## src/rtl/rbp_pkg.sv

```systemverilog
package rbp_pkg;

    typedef struct packed {
        logic [1:0] bsz;
        logic [1:0] dthr;
        logic [1:0] cthr;
        logic [1:0] mark;
    } rbp_cfg_t;

    // Pool capacity for a size code; codes 2 and 3 both select the largest buffer.
    function automatic int unsigned pool_cap(int unsigned max_bufs, logic [1:0] sel);
        case (sel)
            2'd0:    return max_bufs;
            2'd1:    return max_bufs >> 1;
            default: return max_bufs >> 2;
        endcase
    endfunction

    // Fill count at which not-ready is raised.
    function automatic int unsigned fill_limit(int unsigned cap, logic [1:0] sel);
        case (sel)
            2'd0:    return cap >> 2;
            2'd1:    return cap >> 1;
            2'd2:    return cap - (cap >> 2);
            default: return cap - (cap >> 3);
        endcase
    endfunction

    function automatic int unsigned fifo_mark(int unsigned base, logic [1:0] sel);
        return base << sel;
    endfunction

endpackage

```

## src/rtl/rbp_pool.sv

```systemverilog
module rbp_pool #(
    parameter int MAX_BUFS = 96,
    localparam int IDX_W = $clog2(MAX_BUFS),
    localparam int CNT_W = $clog2(MAX_BUFS + 1)
) (
    input  logic             clk,
    input  logic             rst_n,
    input  logic             init,
    input  logic [CNT_W-1:0] cap,
    input  logic [CNT_W-1:0] thr,
    input  logic             extra_busy,
    input  logic             alloc_req,
    input  logic             free_req,
    input  logic [IDX_W-1:0] free_idx,
    output logic             alloc_vld,
    output logic [IDX_W-1:0] alloc_idx,
    output logic             alloc_err,
    output logic             free_err,
    output logic [CNT_W-1:0] used,
    output logic             not_ready
);

    typedef struct packed {
        logic [MAX_BUFS-1:0] busy;
        logic [CNT_W-1:0]    used;
        logic                vld;
        logic [IDX_W-1:0]    idx;
        logic                aerr;
        logic                ferr;
        logic                nr;
    } pool_st_t;

    pool_st_t st_d, st_q;
    logic             found;
    logic [IDX_W-1:0] pick;
    logic             alloc_ok;
    logic             free_ok;

    always_comb begin
        st_d      = st_q;
        st_d.vld  = 1'b0;
        st_d.aerr = 1'b0;
        st_d.ferr = 1'b0;

        // lowest free index below the active capacity
        found = 1'b0;
        pick  = '0;
        for (int i = MAX_BUFS - 1; i >= 0; i--) begin
            if (!st_q.busy[i] && (CNT_W'(i) < cap)) begin
                found = 1'b1;
                pick  = IDX_W'(i);
            end
        end

        alloc_ok = 1'b0;
        free_ok  = 1'b0;

        if (init) begin
            st_d.busy = '0;
            st_d.used = '0;
        end else begin
            alloc_ok = alloc_req && found;
            free_ok  = free_req && (CNT_W'(free_idx) < cap) && st_q.busy[free_idx];
            if (alloc_ok) begin
                st_d.busy[pick] = 1'b1;
                st_d.vld        = 1'b1;
                st_d.idx        = pick;
            end
            st_d.aerr = alloc_req && !found;
            if (free_ok) begin
                st_d.busy[free_idx] = 1'b0;
            end
            st_d.ferr = free_req && !free_ok;
            if (alloc_ok && !free_ok) begin
                st_d.used = st_q.used + CNT_W'(1);
            end else if (!alloc_ok && free_ok) begin
                st_d.used = st_q.used - CNT_W'(1);
            end
        end

        st_d.nr = (st_d.used >= thr) || extra_busy;
    end

    always_ff @(posedge clk or negedge rst_n) begin
        if (!rst_n) begin
            st_q <= '0;
        end else begin
            st_q <= st_d;
        end
    end

    assign alloc_vld = st_q.vld;
    assign alloc_idx = st_q.idx;
    assign alloc_err = st_q.aerr;
    assign free_err  = st_q.ferr;
    assign used      = st_q.used;
    assign not_ready = st_q.nr;

endmodule

```

## src/rtl/rbp_manager.sv

```systemverilog
module rbp_manager #(
    parameter int MEM_BYTES     = 8192,
    parameter int MIN_BUF_BYTES = 64,
    parameter int EFIFO_WORDS   = 512,
    parameter int MARK_BASE     = 16,
    localparam int TOTAL_BUFS   = MEM_BYTES / MIN_BUF_BYTES,
    localparam int D_MAX        = (TOTAL_BUFS * 3) / 4,
    localparam int C_MAX        = TOTAL_BUFS - D_MAX,
    localparam int DI_W         = $clog2(D_MAX),
    localparam int DC_W         = $clog2(D_MAX + 1),
    localparam int CI_W         = $clog2(C_MAX),
    localparam int CC_W         = $clog2(C_MAX + 1),
    localparam int EF_W         = $clog2(EFIFO_WORDS + 1)
) (
    input  logic            clk,
    input  logic            rst_n,
    input  logic            init,
    input  logic [1:0]      cfg_buf_size,
    input  logic [1:0]      cfg_data_thr,
    input  logic [1:0]      cfg_ctrl_thr,
    input  logic [1:0]      cfg_efifo_mark,
    input  logic [EF_W-1:0] efifo_level,
    input  logic            d_alloc_req,
    input  logic            d_free_req,
    input  logic [DI_W-1:0] d_free_idx,
    output logic            d_alloc_vld,
    output logic [DI_W-1:0] d_alloc_idx,
    output logic            d_alloc_err,
    output logic            d_free_err,
    output logic [DC_W-1:0] d_used,
    output logic            d_not_ready,
    input  logic            c_alloc_req,
    input  logic            c_free_req,
    input  logic [CI_W-1:0] c_free_idx,
    output logic            c_alloc_vld,
    output logic [CI_W-1:0] c_alloc_idx,
    output logic            c_alloc_err,
    output logic            c_free_err,
    output logic [CC_W-1:0] c_used,
    output logic            c_not_ready
);
    import rbp_pkg::*;

    rbp_cfg_t cfg_d, cfg_q;

    always_comb begin
        cfg_d = cfg_q;
        if (init) begin
            cfg_d.bsz  = cfg_buf_size;
            cfg_d.dthr = cfg_data_thr;
            cfg_d.cthr = cfg_ctrl_thr;
            cfg_d.mark = cfg_efifo_mark;
        end
    end

    always_ff @(posedge clk or negedge rst_n) begin
        if (!rst_n) begin
            cfg_q <= '0;
        end else begin
            cfg_q <= cfg_d;
        end
    end

    logic [DC_W-1:0] d_cap, d_thr;
    logic [CC_W-1:0] c_cap, c_thr;
    logic [EF_W-1:0] c_mark;
    logic            c_over;

    assign d_cap  = DC_W'(pool_cap(D_MAX, cfg_q.bsz));
    assign c_cap  = CC_W'(pool_cap(C_MAX, cfg_q.bsz));
    assign d_thr  = DC_W'(fill_limit(int'(d_cap), cfg_q.dthr));
    assign c_thr  = CC_W'(fill_limit(int'(c_cap), cfg_q.cthr));
    assign c_mark = EF_W'(fifo_mark(MARK_BASE, cfg_q.mark));
    assign c_over = efifo_level > c_mark;

    rbp_pool #(.MAX_BUFS(D_MAX)) u_data_pool (
        .clk        (clk),
        .rst_n      (rst_n),
        .init       (init),
        .cap        (d_cap),
        .thr        (d_thr),
        .extra_busy (1'b0),
        .alloc_req  (d_alloc_req),
        .free_req   (d_free_req),
        .free_idx   (d_free_idx),
        .alloc_vld  (d_alloc_vld),
        .alloc_idx  (d_alloc_idx),
        .alloc_err  (d_alloc_err),
        .free_err   (d_free_err),
        .used       (d_used),
        .not_ready  (d_not_ready)
    );

    rbp_pool #(.MAX_BUFS(C_MAX)) u_ctrl_pool (
        .clk        (clk),
        .rst_n      (rst_n),
        .init       (init),
        .cap        (c_cap),
        .thr        (c_thr),
        .extra_busy (c_over),
        .alloc_req  (c_alloc_req),
        .free_req   (c_free_req),
        .free_idx   (c_free_idx),
        .alloc_vld  (c_alloc_vld),
        .alloc_idx  (c_alloc_idx),
        .alloc_err  (c_alloc_err),
        .free_err   (c_free_err),
        .used       (c_used),
        .not_ready  (c_not_ready)
    );

endmodule

```

## config.mk

```make
export PLATFORM = sky130hd
export DESIGN_NAME = rbp_manager
export DESIGN_NICKNAME = d
export VERILOG_FILES = /design/src/rtl/rbp_pkg.sv /design/src/rtl/rbp_pool.sv /design/src/rtl/rbp_manager.sv
export SDC_FILE = /design/constraint.sdc
export NUM_CORES = 1
export LEC_CHECK = 0
export BUFFER_PORTS_ARGS = -buffer_cell sky130_fd_sc_hd__buf_2
export CORE_ASPECT_RATIO = 1.4
export CORE_MARGIN = 2
export CORE_UTILIZATION = 45
export DETAILED_ROUTE_END_ITERATION = 10
export SETUP_SLACK_MARGIN = 0.15
export SKIP_CTS_REPAIR_TIMING = 1
export SYNTH_ARGS = -nofsm -noshare
export SYNTH_HDL_FRONTEND = slang
export SYNTH_SLANG_ARGS = --single-unit
```

## constraint.sdc

```tcl
create_clock -name clk -period 5.2 [get_ports clk]
set_input_delay 0 -clock clk [delete_from_list [all_inputs] [get_ports clk]]
set_output_delay 0 -clock clk [all_outputs]
set_load 0.1 [all_outputs]
```

; After elaboration in Yosys (flattened, before gate mapping)
; Index checks and enable logic that the tools add are counted.
[totals]
register_bits = 169
wordCells = 754
input_bits = 37
[classes]
eq_ne = 5
magnitude_cmp = 141
n_mux = 288
addsub = 8
shift = 1
bitwise = 7
reduce_logical = 286
[op_table]
columns = operator, count
row1 = $mux W7, 98
row2 = $mux W96, 3
row3 = $lt A6 B7 Y1 const A, 32
row4 = $lt A7 B7 Y1 const A, 32
row5 = $mux W5, 32
row6 = $logic_and A1 B1 Y1, 146
row7 = $logic_not A1 Y1, 134
row8 = $mux W1, 134
row9 = $lt A5 B7 Y1 const A, 16
row10 = $mux W103, 1
row11 = $and A96 B96 Y96, 1
row12 = $lt A5 B6 Y1 const A, 16
row13 = $mux W32, 3
row14 = $not A96 Y96, 1
row15 = $or A96 B96 Y96, 1
row16 = $lt A4 B7 Y1 const A, 8
row17 = $lt A4 B6 Y1 const A, 8
row18 = $mux W38, 1
row19 = $and A32 B32 Y32, 1
row20 = $not A32 Y32, 1
row21 = $or A32 B32 Y32, 1
row22 = $lt A3 B7 Y1 const A, 4
row23 = $lt A3 B6 Y1 const A, 4
row24 = $pmux W7 S3, 1
row25 = other kinds (38), 57

; Depth between registers and ports, before layout
[logic_depth]
ltp_word = 111
depth_mapped = 23
depth_no_buf = 19

; By module
; From an unflattened synthesis, not the netlist that was laid out.
[hier_totals]
hier_cells = 1729
hier_area_um2 = 14456.4
[by_module_without_submodules]
columns = mod, cells_each, n_inst, area_per_inst_um2
row1 = rbp_pool at u_data_pool, 1183, 1, 9851.9
row2 = rbp_pool at u_ctrl_pool, 472, 1, 3990.1
row3 = rbp_manager, 74, 1, 614.3

; Worst setup path before layout
; No wires, ideal clock.
[synth_path]
kind = flip-flop to flip-flop
from = register cfg_q[7] (netlist name)
to = register u_data_pool.st_q (netlist bit u_data_pool.not_ready)
t_arrival_ns = 3.687
path_stages_with_launch = 24
slack_ns = 1.391
synth_period_minus_slack_ns = 3.809
t_required_ns = 5.078
cell_sequence = dfrtp_1 -> buf_6 -> or2_4 -> inv_4 -> buf_6 -> buf_6 -> ha_1 -> o21ai_0 -> a21boi_0 -> o21ai_0 -> nand3b_1 -> a21oi_4 -> buf_4 -> buf_2 -> o211ai_1 -> a21oi_1 -> ha_1 -> a21o_1 -> a21o_1 -> a21o_1 -> a21oi_1 -> nor2b_1 -> o21ai_0 -> nand2b_1
[synth_lines]
columns = element, line
row1 = from (decl), rbp_manager.sv:44  ; rbp_cfg_t cfg_d, cfg_q;
row2 = from (signal assigned), rbp_manager.sv:60  ; cfg_q <= cfg_d;
row3 = to (signal assigned), rbp_pool.sv:88  ; st_q <= st_d;
row4 = to (decl), rbp_pool.sv:33  ; pool_st_t st_d, st_q;

==> impl_results.md <==
- Clock Tree Root: clkbuf_16
- Row cnt: 70
- Peak VDD IR: roughly 0.27 mV
- Largest family of logic cells by synthesized area: compound AO/OA/AOI/OAI gates
- Post-Route WL: 42770 um
- Post-route setup slack: 0.9130 ns
- DPL Wire Length: 29240 um
- Critical Path RT: approximately 5.5 ns
- Leak Pwr: 4.990 nW
- Die ar.: 0.02807 mm2
- Post-synthesis xor/xnor area fraction: less than 1%
- Final Critical Period: 4.287 ns
- Clock tree buffer depth: 2
- Synth Area in Simple Gates: 18.22%
- Number of synthesized flops with an enable pin: 0
- CP Capture Type: flip-flop
- Crit path from: cfg_q[7]
- Final antenna-violating net count: 0
- 1st-pass router iterations: 8
- R2R Setup Slk: 0.91 ns
- Worst-Margin Slew: around 1.2 ns
- Post-synthesis mux area share: 6.658%
- Width of the die: 142.2 um
- Synthesis Warnings: 0
- FFs w/ async S/R, synth: 100.0%
- Design area: 0.01312 mm2
- Reg2reg end: u_ctrl_pool.not_ready
- Reg2reg path depth: 17
- Worst Setup Start Kind: flip-flop
- Final net count: 1393
- Share of layout cells above drive strength 1: approximately 15%
- Fin. max-slew vios: 0
- Die H: between 150 and 200 um
- First-pass GRT wire length: 66570 um
- Area grow syn2layout: 9.061%
- Fin cells: 1670
- Relative slew slack: 16.76%
- Max Clock Freq: 233.3 MHz
- Clk_skew: 0.01323 ns
- Cells after Synth: 1326
- Fin crit share: 82.44%
- Vias in the first global route: 11460
- Crit path DAT: 4.62 ns
- Min-delay worst type: in -> async
- Post-synthesis compound-gate area fraction: 29.14%
- Flops & latches, synth: 169
- Mapped Area: 0.01203 mm2
- Number of fill cells: 2442
- Avg Inst Size Synth: 9.070 um2
- Grt total ovfl: 0
- IO Port Bufs: 69
- DRC: 0
- RSZ-0062 raised after global routing: false
- I/O pins: 70
- CTS Sinks: approximately 170
- CTS HTree Levels: 4
- Core outline area: 0.02619 mm2
- CTS Buf Count: 17
- Status: finished, final reports clean
- GP Congestion: 0.9931
- Endpoints failing hold: 0
- FF-to-FF Start: cfg_q[7]
- CTS tree: done
- Vias per Instance: 7.065
- DP Cell Count: 1621
- Synth unique cells: 93
- Crit Path Max Fanout: 28
- Synthesized Nets: 1387
- Initial Util: 45.92%
- Sequential fraction of the synthesis area: roughly a third
- Max-cap violations: 0
- Placed inst area: 0.01232 mm2
- Most used DFF post-synth: dfrtp_1
- Gr usage total: 30.85%
- Crit path capture: u_ctrl_pool.not_ready
- Initial drt markers: 1156
- Vias: 11799
- Adder-cell area share of the yosys netlist: between 2 and 2.5%
- Place WS: 1.048 ns
- Final setup violation count: 0
- Final Core Density: 50.09%
- Largest net degree at the start of global routing: 90
- Post-Route Setup TNS: 0 ns
- Worst-Skew Late Latency: 0.45 ns
- DR WL/cell: 25.61 um
- CP Class: reg -> reg
- CTS clk-pin slew, worst paths: roughly 0.06 ns
- Pwr dens: 256.4 mW/mm2
- Antenna violations before repair: 1
## cell families after synthesis
| kind of cell | count (synthesis) |
|---|---|
| and+or+nand+nor | 406 |
| AOI/OAI and AO/OA | 474 |
| buffers and inverters | 187 |
| muxes | 56 |
| xor gates and xnor gates | 9 |
| adders and majority gates | 24 |
| DFF | 169 |
| other | 1 |
## area by class of cell
class / count / area, um2 / share of cell area [%]
Clock inverter: 10 / 166.4 / 1.269
Clock buffer: 22 / 464.2 / 3.539
Multi-Input combinational cell: 970 / 6900 / 52.61
Sequential cell: 169 / 4229 / 32.24
Tap cell: 324 / 405.4 / 3.091
Antenna cell: 1 / 2.502 / 0.01908
Timing Repair Buffer: 111 / 709.4 / 5.409
Inverter: 63 / 239.0 / 1.822
## per-stage QoR
stage          power (mW)  hold slack (ns)
3_5_place_dp        1.971          0.02684
2_1_floorplan       1.823          -0.2956
3_3_place_gp        1.968          0.01901
6_report            3.363          0.09600
5_1_grt             3.487           0.1288
4_1_cts             3.370          -0.4460
## synth_stat cells, drive strengths merged (32+ instances only)
library cell	n	area share [%]
nor2	60	1.9
nand3	41	1.7
nor3	37	1.7
inv	63	2.0
buf	72	4.0
a21oi	47	2.2
a211oi	41	2.6
nand2	103	3.2
a311oi	66	4.8
clkbuf	52	1.6
dfrtp	169	35
o21ai	65	2.7
nand4	32	1.8
a31oi	96	5.0
## placed cells by master, fill, tap and decap left out, drive strengths merged, types with 6 or more instances in the layout
cell	instances
a221oi	19
o21ai	65
nor2	60
and3	11
a311oi	66
dlygate4sd3	16
and2	18
a21oi	47
clkbuf	22
o31ai	12
ha	24
a311o	21
nand4	32
and4	16
xnor2	8
a211oi	41
a41oi	18
buf	95
o21a	6
nor3b	9
o211ai	12
nor4	10
o2111ai	6
nor3	37
mux2i	17
nor2b	19
dfrtp	169
a41o	6
a31oi	96
mux2	22
nand3	41
nand2	103
mux4	17
nand2b	30
inv	64
a21o	8
## how the worst min path moves through the flow
stage,slack [ns],end,cells past startpoint,from
after global placement,0.02,u_data_pool.st_q[31],1,rst_n
final,0.1,u_data_pool.st_q[31],2,rst_n
after global routing,0.13,u_ctrl_pool.st_q[34],3,c_free_idx[2]
after floorplan,-0.30,cfg_q[0],0,rst_n
after CTS,-0.45,u_data_pool.st_q[31],1,rst_n
after detailed placement,0.03,u_data_pool.st_q[31],1,rst_n
## where the power goes
part | internal, mW | total (mW) | switching, mW
Combinational | 0.163 | 0.593 | 0.431
Clock | 0.832 | 1.40 | 0.567
Sequential | 1.34 | 1.37 | 0.0316
## worst max-delay path, stage by stage (launching register included)
cell           delay (ns)
dfrtp_1              0.53
or2_4                0.41
inv_4                0.28
o21ai_1              0.29
a31oi_1              0.26
buf_4                0.23
xnor2_1              0.15
xnor2_1              0.07
or2_1                0.23
ha_1                 0.27
nand2b_1             0.14
a21o_1               0.17
a21o_1               0.18
a21oi_1              0.14
nor2b_1              0.06
o21ai_0              0.14
nand3_1              0.07
dlygate4sd3_1        0.55
## flip-flops by register name, summed over array words and instances, names as in the netlist, 5 cells and up
signal and flops:
u_ctrl_pool.alloc_idx 5, u_data_pool.st_q 96, u_data_pool.alloc_idx 7, u_ctrl_pool.st_q 32
u_data_pool.used 7, cfg_q 8, u_ctrl_pool.used 6
## per-layer routing
layer  track usage [%]  vias up  routed length (um)
li1                  -     5201                   -
met1             36.44     5744               16110
met2             50.94      673               20680
met3             6.085      181                3156
met4             20.11        0                2826
met5                 0        -                   0
Power figures use the tool's default switching activity.
